===== config.mk =====
export PLATFORM = sky130hd
export DESIGN_NAME = urx_top
export DESIGN_NICKNAME = d
export VERILOG_FILES = /design/src/rtl/urx_pkg.sv /design/src/rtl/urx_sync.sv /design/src/rtl/urx_baud.sv /design/src/rtl/urx_frame.sv /design/src/rtl/urx_fifo.sv /design/src/rtl/urx_top.sv
export SDC_FILE = /design/constraint.sdc
export NUM_CORES = 1
export LEC_CHECK = 0
export BUFFER_PORTS_ARGS = -buffer_cell sky130_fd_sc_hd__buf_2
export CAP_MARGIN = 20
export CELL_PAD_IN_SITES_DETAIL_PLACEMENT = 0
export CELL_PAD_IN_SITES_GLOBAL_PLACEMENT = 2
export CORE_AREA = 2 2 95 188
export DETAILED_ROUTE_END_ITERATION = 12
export DIE_AREA = 0 0 97 190
export PLACE_DENSITY = 0.71
export SLEW_MARGIN = 20
export SYNTH_ARGS = -nofsm -noshare
export SYNTH_HDL_FRONTEND = slang
export SYNTH_SLANG_ARGS = --single-unit

===== constraint.sdc =====
create_clock -name clk -period 4.2 [get_ports clk]
set_input_delay 0.42 -clock clk [delete_from_list [all_inputs] [get_ports clk]]
set_output_delay 0.42 -clock clk [all_outputs]
set_load 0.02 [all_outputs]

===== src/rtl/urx_pkg.sv =====
package urx_pkg;
   // word format codes; the encoding is visible on the cfg_fmt port
   typedef enum logic [1:0] {
      FMT_8N = 2'd0,
      FMT_8E = 2'd1,
      FMT_8O = 2'd2,
      FMT_9N = 2'd3
   } urx_fmt_e;

   typedef enum logic [2:0] {
      RS_IDLE,
      RS_START,
      RS_BITS,
      RS_STOP,
      RS_HOLD
   } urx_state_e;

   localparam int unsigned WORD_W = 9;

   typedef struct packed {
      logic              is_addr;
      logic              ferr;
      logic              perr;
      logic [WORD_W-1:0] data;
   } urx_entry_t;
endpackage


===== src/rtl/urx_sync.sv =====
module urx_sync #(
   parameter int unsigned STAGES  = 2,
   parameter logic        RST_VAL = 1'b1
) (
   input  logic clk,
   input  logic rst_n,
   input  logic d,
   output logic q
);
   if (STAGES < 1) begin : g_bad_stages
      $error("urx_sync: STAGES must be at least 1");
   end

   if (STAGES == 1) begin : g_single
      logic q_r;
      always_ff @(posedge clk or negedge rst_n) begin
         if (!rst_n) q_r <= RST_VAL;
         else        q_r <= d;
      end
      assign q = q_r;
   end else begin : g_chain
      logic [STAGES-1:0] chain;
      always_ff @(posedge clk or negedge rst_n) begin
         if (!rst_n) chain <= {STAGES{RST_VAL}};
         else        chain <= {chain[STAGES-2:0], d};
      end
      assign q = chain[STAGES-1];
   end
endmodule


===== src/rtl/urx_baud.sv =====
module urx_baud #(
   parameter int unsigned DIV_W = 16
) (
   input  logic             clk,
   input  logic             rst_n,
   input  logic [DIV_W-1:0] div,
   output logic             tick
);
   if (DIV_W < 1 || DIV_W > 32) begin : g_bad_width
      $error("urx_baud: DIV_W out of range");
   end

   logic [DIV_W-1:0] cnt;

   assign tick = (cnt >= div);

   always_ff @(posedge clk or negedge rst_n) begin
      if (!rst_n)    cnt <= '0;
      else if (tick) cnt <= '0;
      else           cnt <= cnt + DIV_W'(1);
   end
endmodule


===== src/rtl/urx_frame.sv =====
module urx_frame
   import urx_pkg::*;
(
   input  logic       clk,
   input  logic       rst_n,
   input  logic       tick,
   input  logic       rxd,
   input  logic [1:0] fmt,
   input  logic       two_stop,
   input  logic       addr_en,
   output logic       out_valid,
   output urx_entry_t out_entry,
   output logic       idle
);
   localparam logic [3:0] MID_START = 4'd7;
   localparam logic [3:0] MID_BIT   = 4'd15;

   urx_state_e        st;
   urx_fmt_e          fmt_e;
   logic [3:0]        tcnt;
   logic [3:0]        bitn;
   logic [3:0]        last_bit;
   logic [WORD_W-1:0] sh;
   logic [WORD_W-1:0] word_d;
   logic              second;
   logic              first_low;
   logic              any_one;
   logic              brk;
   logic              par_bad;
   logic              ferr_now;
   logic              addr_now;

   assign fmt_e    = urx_fmt_e'(fmt);
   assign last_bit = (fmt_e == FMT_8N) ? 4'd7 : 4'd8;
   assign idle     = (st == RS_IDLE) || (st == RS_HOLD);

   // word assembly at the end of the frame, using the live stop sample
   always_comb begin
      case (fmt_e)
         FMT_8N:         word_d = {1'b0, sh[8:1]};
         FMT_8E, FMT_8O: word_d = {1'b0, sh[7:0]};
         default:        word_d = sh;
      endcase
      brk      = !any_one && (second ? first_low : !rxd);
      ferr_now = (second && first_low) || !rxd;
      par_bad  = ((fmt_e == FMT_8E) && (^sh)) || ((fmt_e == FMT_8O) && !(^sh));
      if (brk) par_bad = 1'b0;
      addr_now = addr_en && (fmt_e == FMT_9N) && sh[8];
   end

   always_ff @(posedge clk or negedge rst_n) begin
      if (!rst_n) begin
         st        <= RS_IDLE;
         tcnt      <= '0;
         bitn      <= '0;
         sh        <= '0;
         second    <= 1'b0;
         first_low <= 1'b0;
         any_one   <= 1'b0;
         out_valid <= 1'b0;
         out_entry <= '0;
      end else begin
         out_valid <= 1'b0;
         case (st)
            RS_IDLE: begin
               if (tick && !rxd) begin
                  st   <= RS_START;
                  tcnt <= '0;
               end
            end
            RS_START: begin
               if (tick) begin
                  if (tcnt == MID_START) begin
                     tcnt <= '0;
                     if (rxd) begin
                        st <= RS_IDLE;
                     end else begin
                        st      <= RS_BITS;
                        bitn    <= '0;
                        sh      <= '0;
                        any_one <= 1'b0;
                     end
                  end else begin
                     tcnt <= tcnt + 4'd1;
                  end
               end
            end
            RS_BITS: begin
               if (tick) begin
                  tcnt <= tcnt + 4'd1;
                  if (tcnt == MID_BIT) begin
                     sh      <= {rxd, sh[WORD_W-1:1]};
                     any_one <= any_one | rxd;
                     bitn    <= bitn + 4'd1;
                     if (bitn == last_bit) begin
                        st     <= RS_STOP;
                        second <= 1'b0;
                     end
                  end
               end
            end
            RS_STOP: begin
               if (tick) begin
                  tcnt <= tcnt + 4'd1;
                  if (tcnt == MID_BIT) begin
                     if (two_stop && !second) begin
                        second    <= 1'b1;
                        first_low <= !rxd;
                     end else begin
                        out_valid         <= 1'b1;
                        out_entry.data    <= brk ? '0 : word_d;
                        out_entry.ferr    <= ferr_now;
                        out_entry.perr    <= par_bad;
                        out_entry.is_addr <= addr_now;
                        st                <= ferr_now ? RS_HOLD : RS_IDLE;
                     end
                  end
               end
            end
            RS_HOLD: begin
               if (rxd) st <= RS_IDLE;
            end
            default: st <= RS_IDLE;
         endcase
      end
   end
endmodule


===== src/rtl/urx_fifo.sv =====
module urx_fifo #(
   parameter int unsigned DEPTH = 4,
   parameter int unsigned W     = 12,
   localparam int unsigned AW   = $clog2(DEPTH),
   localparam int unsigned CW   = AW + 1
) (
   input  logic          clk,
   input  logic          rst_n,
   input  logic          wr,
   input  logic [W-1:0]  wdata,
   input  logic          rd,
   output logic [W-1:0]  head,
   output logic [CW-1:0] count,
   output logic          full,
   output logic          empty,
   output logic          accepted
);
   if (DEPTH < 2 || (DEPTH & (DEPTH - 1)) != 0) begin : g_bad_depth
      $error("urx_fifo: DEPTH must be a power of two of at least 2");
   end

   logic [W-1:0]  mem [DEPTH];
   logic [AW-1:0] wp;
   logic [AW-1:0] rp;
   logic          do_rd;

   assign full     = (count == CW'(DEPTH));
   assign empty    = (count == '0);
   assign accepted = wr && !full;
   assign do_rd    = rd && !empty;
   assign head     = mem[rp];

   always_ff @(posedge clk or negedge rst_n) begin
      if (!rst_n) begin
         for (int i = 0; i < DEPTH; i++) mem[i] <= '0;
      end else if (accepted) begin
         mem[wp] <= wdata;
      end
   end

   always_ff @(posedge clk or negedge rst_n) begin
      if (!rst_n) begin
         wp    <= '0;
         rp    <= '0;
         count <= '0;
      end else begin
         if (accepted) wp <= wp + AW'(1);
         if (do_rd)    rp <= rp + AW'(1);
         case ({accepted, do_rd})
            2'b10:   count <= count + CW'(1);
            2'b01:   count <= count - CW'(1);
            default: count <= count;
         endcase
      end
   end
endmodule


===== src/rtl/urx_top.sv =====
module urx_top
   import urx_pkg::*;
#(
   parameter int unsigned DIV_W       = 16,
   parameter int unsigned FIFO_DEPTH  = 4,
   parameter int unsigned SYNC_STAGES = 2,
   parameter int unsigned THR_W       = $clog2(FIFO_DEPTH)
) (
   input  logic             clk,
   input  logic             rst_n,
   input  logic [DIV_W-1:0] cfg_div,
   input  logic [1:0]       cfg_fmt,
   input  logic             cfg_two_stop,
   input  logic             cfg_addr_en,
   input  logic             cfg_loop,
   input  logic [THR_W-1:0] cfg_irq_thr,
   input  logic             rx_pin,
   input  logic             tx_loop,
   input  logic             rd_en,
   input  logic             ovr_clr,
   output logic [8:0]       rd_data,
   output logic             rd_ferr,
   output logic             rd_perr,
   output logic             rd_is_addr,
   output logic             data_avail,
   output logic             rx_idle,
   output logic             overrun,
   output logic             irq
);
   localparam int unsigned CW    = $clog2(FIFO_DEPTH) + 1;
   localparam int unsigned ENT_W = $bits(urx_entry_t);

   if (THR_W != $clog2(FIFO_DEPTH)) begin : g_bad_thr
      $error("urx_top: THR_W must equal clog2(FIFO_DEPTH)");
   end

   logic          line_in;
   logic          rxd;
   logic          tick;
   logic          frm_valid;
   urx_entry_t    frm_entry;
   urx_entry_t    head_entry;
   logic [CW-1:0] fifo_cnt;
   logic          fifo_full;
   logic          fifo_empty;
   logic          fifo_acc;
   logic          addr_eff;
   logic          new_is_addr;

   assign line_in = cfg_loop ? tx_loop : rx_pin;

   urx_sync #(.STAGES(SYNC_STAGES), .RST_VAL(1'b1)) u_sync (
      .clk   (clk),
      .rst_n (rst_n),
      .d     (line_in),
      .q     (rxd)
   );

   urx_baud #(.DIV_W(DIV_W)) u_baud (
      .clk   (clk),
      .rst_n (rst_n),
      .div   (cfg_div),
      .tick  (tick)
   );

   urx_frame u_frame (
      .clk       (clk),
      .rst_n     (rst_n),
      .tick      (tick),
      .rxd       (rxd),
      .fmt       (cfg_fmt),
      .two_stop  (cfg_two_stop),
      .addr_en   (cfg_addr_en),
      .out_valid (frm_valid),
      .out_entry (frm_entry),
      .idle      (rx_idle)
   );

   urx_fifo #(.DEPTH(FIFO_DEPTH), .W(ENT_W)) u_fifo (
      .clk      (clk),
      .rst_n    (rst_n),
      .wr       (frm_valid),
      .wdata    (frm_entry),
      .rd       (rd_en),
      .head     (head_entry),
      .count    (fifo_cnt),
      .full     (fifo_full),
      .empty    (fifo_empty),
      .accepted (fifo_acc)
   );

   assign rd_data     = head_entry.data;
   assign rd_ferr     = head_entry.ferr;
   assign rd_perr     = head_entry.perr;
   assign rd_is_addr  = head_entry.is_addr;
   assign data_avail  = !fifo_empty;
   assign addr_eff    = cfg_addr_en && (urx_fmt_e'(cfg_fmt) == FMT_9N);
   assign new_is_addr = frm_entry.is_addr;
   assign irq = fifo_acc && (addr_eff ? new_is_addr : (fifo_cnt >= CW'(cfg_irq_thr)));

   always_ff @(posedge clk or negedge rst_n) begin
      if (!rst_n)                      overrun <= 1'b0;
      else if (frm_valid && fifo_full) overrun <= 1'b1;
      else if (ovr_clr)                overrun <= 1'b0;
   end
endmodule


==> qor.yml <==
floorplanning:
  dieArea_sq_um: 18400
  core_sq_um: 17100
  start_util_pct: 34.1
  io-pin-count: 45
  rows: 68
  die_h_um: 190
  die_w_um: 97
place:
  io_buffers: 44
  pre_cts_ws_ns: 1.25
  gp_congestion: 0.713
  dp_hpwl_mm: 8.02
yosys:
  synth_area_sq_um: 5830
  yosysWarnings: 0
  yosysSeqAreaShare_pct: 47.3
  yosys.cell_types.count: 55
  async_flop_share_pct: 100
  synth_seq_cells: 110
  synth-main-ff-cell: "dfrtp_1"
  syn_nets: 569
  postSynthCellCount: 508
  avgSynthCellArea_sq_um: 11.5
  synth_edf_count: 0
sta:
  slew_headroom_pct: 43.5
  fin_ws_ns: 1.38
  setup_viol: 0
  fin_setup_tns_ns: 0
  hold_viol: 0
  period_share_pct: 67.1
  worst_slew_pin_slew_ns: 0.847
  period_needed_ns: 2.82
  rsz0062_at_grt: "no"
  max_freq_ghz: 0.355
  whs_ns: 0.120
  clock-skew-final_ns: 0.0123
  maxSlewViolCount: 0
clocking:
  root_buffer: "clkbuf_16"
  cts_hold_buf: 0
  cts_htree_levels: 3
  clk_latency_ns: 0.35
  cts.sinks: 110
  cts_resized: 0
  clock_path_buffers: 2
  post_cts.repair.setup_buffers: 0
  numCtsBuffers: 9
  path_clk_slew_ns: 0.07
  cts_tree: "built"
routing:
  post_drt_wl_per_cell_um: 14.8
  vias_per_cell: 4.91
  drc: 0
  routed_wirelength_mm: 11.2
  firstDrtPassIters: 4
  dr_total_vias: 3723
  first_iter_violations: 99
  ant_nets: 0
worst_hold_path:
  hold_path_class: "in2async"
critical_path:
  endpoint_kind: "flop"
  rr_startpoint: "u_baud.cnt[14]$_DFF_PN0_"
  r2r_end: "u_frame.bitn[0]$_DFFE_PN0P_"
  path_class: "reg2reg"
  critPathMaxFanout: 34
  crit_arrival_ns: 3.05
  cp.required_ns: 4.43
  r2r_slack_ns: 1.38
  startpoint_type: "flop"
  r2r.worst_path.cells: 7
pwr:
  ir_drop_mv: 0.169
  powerDensity_nw_per_um2: 367
  power.leakage_nw: 3.26
  total_power_mw: 2.38
global_route:
  grt_pass1_vias: 3850
  antenna_found_initial: 0
  gr-total-overflow: 0
  gr-usage-all-layers_pct: 12.9
  grt_pass1_wl_mm: 19.4
  grt_max_degree: 55
finish:
  layout-drive-gt1-share_pct: 25.4
  antennaDiodeCount: 0
  final_nets: 605
  syn_to_final_growth_pct: 11.4
outcome:
  status: "completed"
flow_run:
  drv_cap: 0
==> synth_stat cells, types with 3 or more instances <==
cell / count / area (sq um)
nor3b_1: 3 / 22.5
nand2b_1: 6 / 37.5
or3_1: 4 / 25.0
a21oi_1: 15 / 75.1
clkbuf_1: 8 / 30.0
nor2b_1: 5 / 31.3
nand3_1: 13 / 65.1
and2_1: 3 / 18.8
and3_1: 8 / 50.1
o22ai_1: 3 / 18.8
mux2_1: 8 / 90.1
dfrtp_1: 108 / 2700
a22oi_1: 9 / 67.6
nor2_1: 43 / 161
mux2_2: 53 / 597
ha_1: 31 / 388
mux2i_1: 12 / 120
buf_2: 8 / 40.0
nand4_1: 6 / 37.5
mux4_2: 12 / 270
a211oi_1: 3 / 22.5
xnor2_1: 14 / 123
o21ai_0: 8 / 40.0
inv_1: 40 / 150
xor2_1: 12 / 105
nand2_1: 35 / 131
==> worst max path at each step <==
stage | startpoint | cells after the start | endpoint
after global routing | u_baud.cnt[0]$_DFF_PN0_ | 8 | u_frame.tcnt[0]$_DFFE_PN0P_
final | u_baud.cnt[14]$_DFF_PN0_ | 7 | u_frame.bitn[0]$_DFFE_PN0P_
after global placement | cfg_div[13] | 9 | u_frame.sh[7]$_DFFE_PN0P_
after CTS | u_baud.cnt[14]$_DFF_PN0_ | 7 | u_frame.sh[7]$_DFFE_PN0P_
after detailed placement | cfg_div[13] | 9 | u_frame.bitn[0]$_DFFE_PN0P_
after floorplan | cfg_div[13] | 10 | u_frame.out_entry[3]$_DFFE_PN0P_
==> worst max-delay path, stage by stage, from the launching register on <==
cell	delay, ns
dfrtp_1	0.42
ha_1	0.30
nand4_1	0.15
nor2_1	0.18
or4b_4	0.49
nand4_4	0.35
nor2b_4	0.47
mux2_4	0.33
==> cells in the final DEF, fill, tap and decap left out, types with 13 or more instances in the layout <==
cell type	count
mux2_2	53
xnor2_1	14
nand3_1	13
inv_1	40
nor2_1	43
dfrtp_1	108
ha_1	31
nand2_1	35
buf_2	43
a21oi_1	15
==> state kept, by name, indices dropped and copies added (netlist names) <==
signal	flops
u_fifo.mem	48
u_baud.cnt	16
u_frame.out_entry	12
u_frame.sh	9
u_frame.bitn	4
u_frame.tcnt	4
u_fifo.count	3
u_frame.st	3
u_fifo.rp	2
u_fifo.wp	2
u_sync.g_chain.chain	2
overrun	1
u_frame.any_one	1
u_frame.first_low	1
u_frame.out_valid	1
u_frame.second	1
==> where the power goes <==
part           leakage, nW  switching [mW]  internal, mW
clock network        0.128           0.393         0.404
registers             1.42           0.134          1.12
logic                 1.71           0.157         0.178
==> cells by family after synthesis <==
| kind of cell | count (synthesis) | synth area share [%] |
|---|---|---|
| adder cells (fa/ha/maj) | 32 | 7.00 |
| flip-flops | 110 | 47.3 |
| multiplexers | 87 | 19.0 |
| AND/OR/NAND/NOR | 140 | 12.2 |
| buffers and inverters | 62 | 4.49 |
| AO/OA/AOI/OAI | 50 | 5.67 |
| XOR/XNOR | 27 | 4.30 |
==> metrics by stage <==
step	util, %	instances	instance area (sq um)
final	38.0	758	6490
after global routing	38.0	758	6490
after CTS	38.0	758	6490
after detailed placement	36.4	743	6220
after global placement	36.4	743	6220
after floorplan	-	508	5830
==> layer usage <==
layer,GRT usage (%),wire length [um],up-vias
met5,0,0,-
met4,4.23,161,0
met3,2.06,258,11
met2,21.4,5480,44
met1,17.1,5290,1825
li1,-,-,1843
==> area by class of cell <==
| type | count | area, sq um |
|---|---|---|
| multi-input combinational | 336 | 2810 |
| clock inverter | 6 | 46.3 |
| clock buffer | 9 | 225 |
| tap | 210 | 263 |
| fill | 1708 | 10600 |
| sequential | 110 | 2760 |
| inverter | 41 | 154 |
| timing repair buffer | 46 | 238 |
Power figures use the tool's default switching activity.
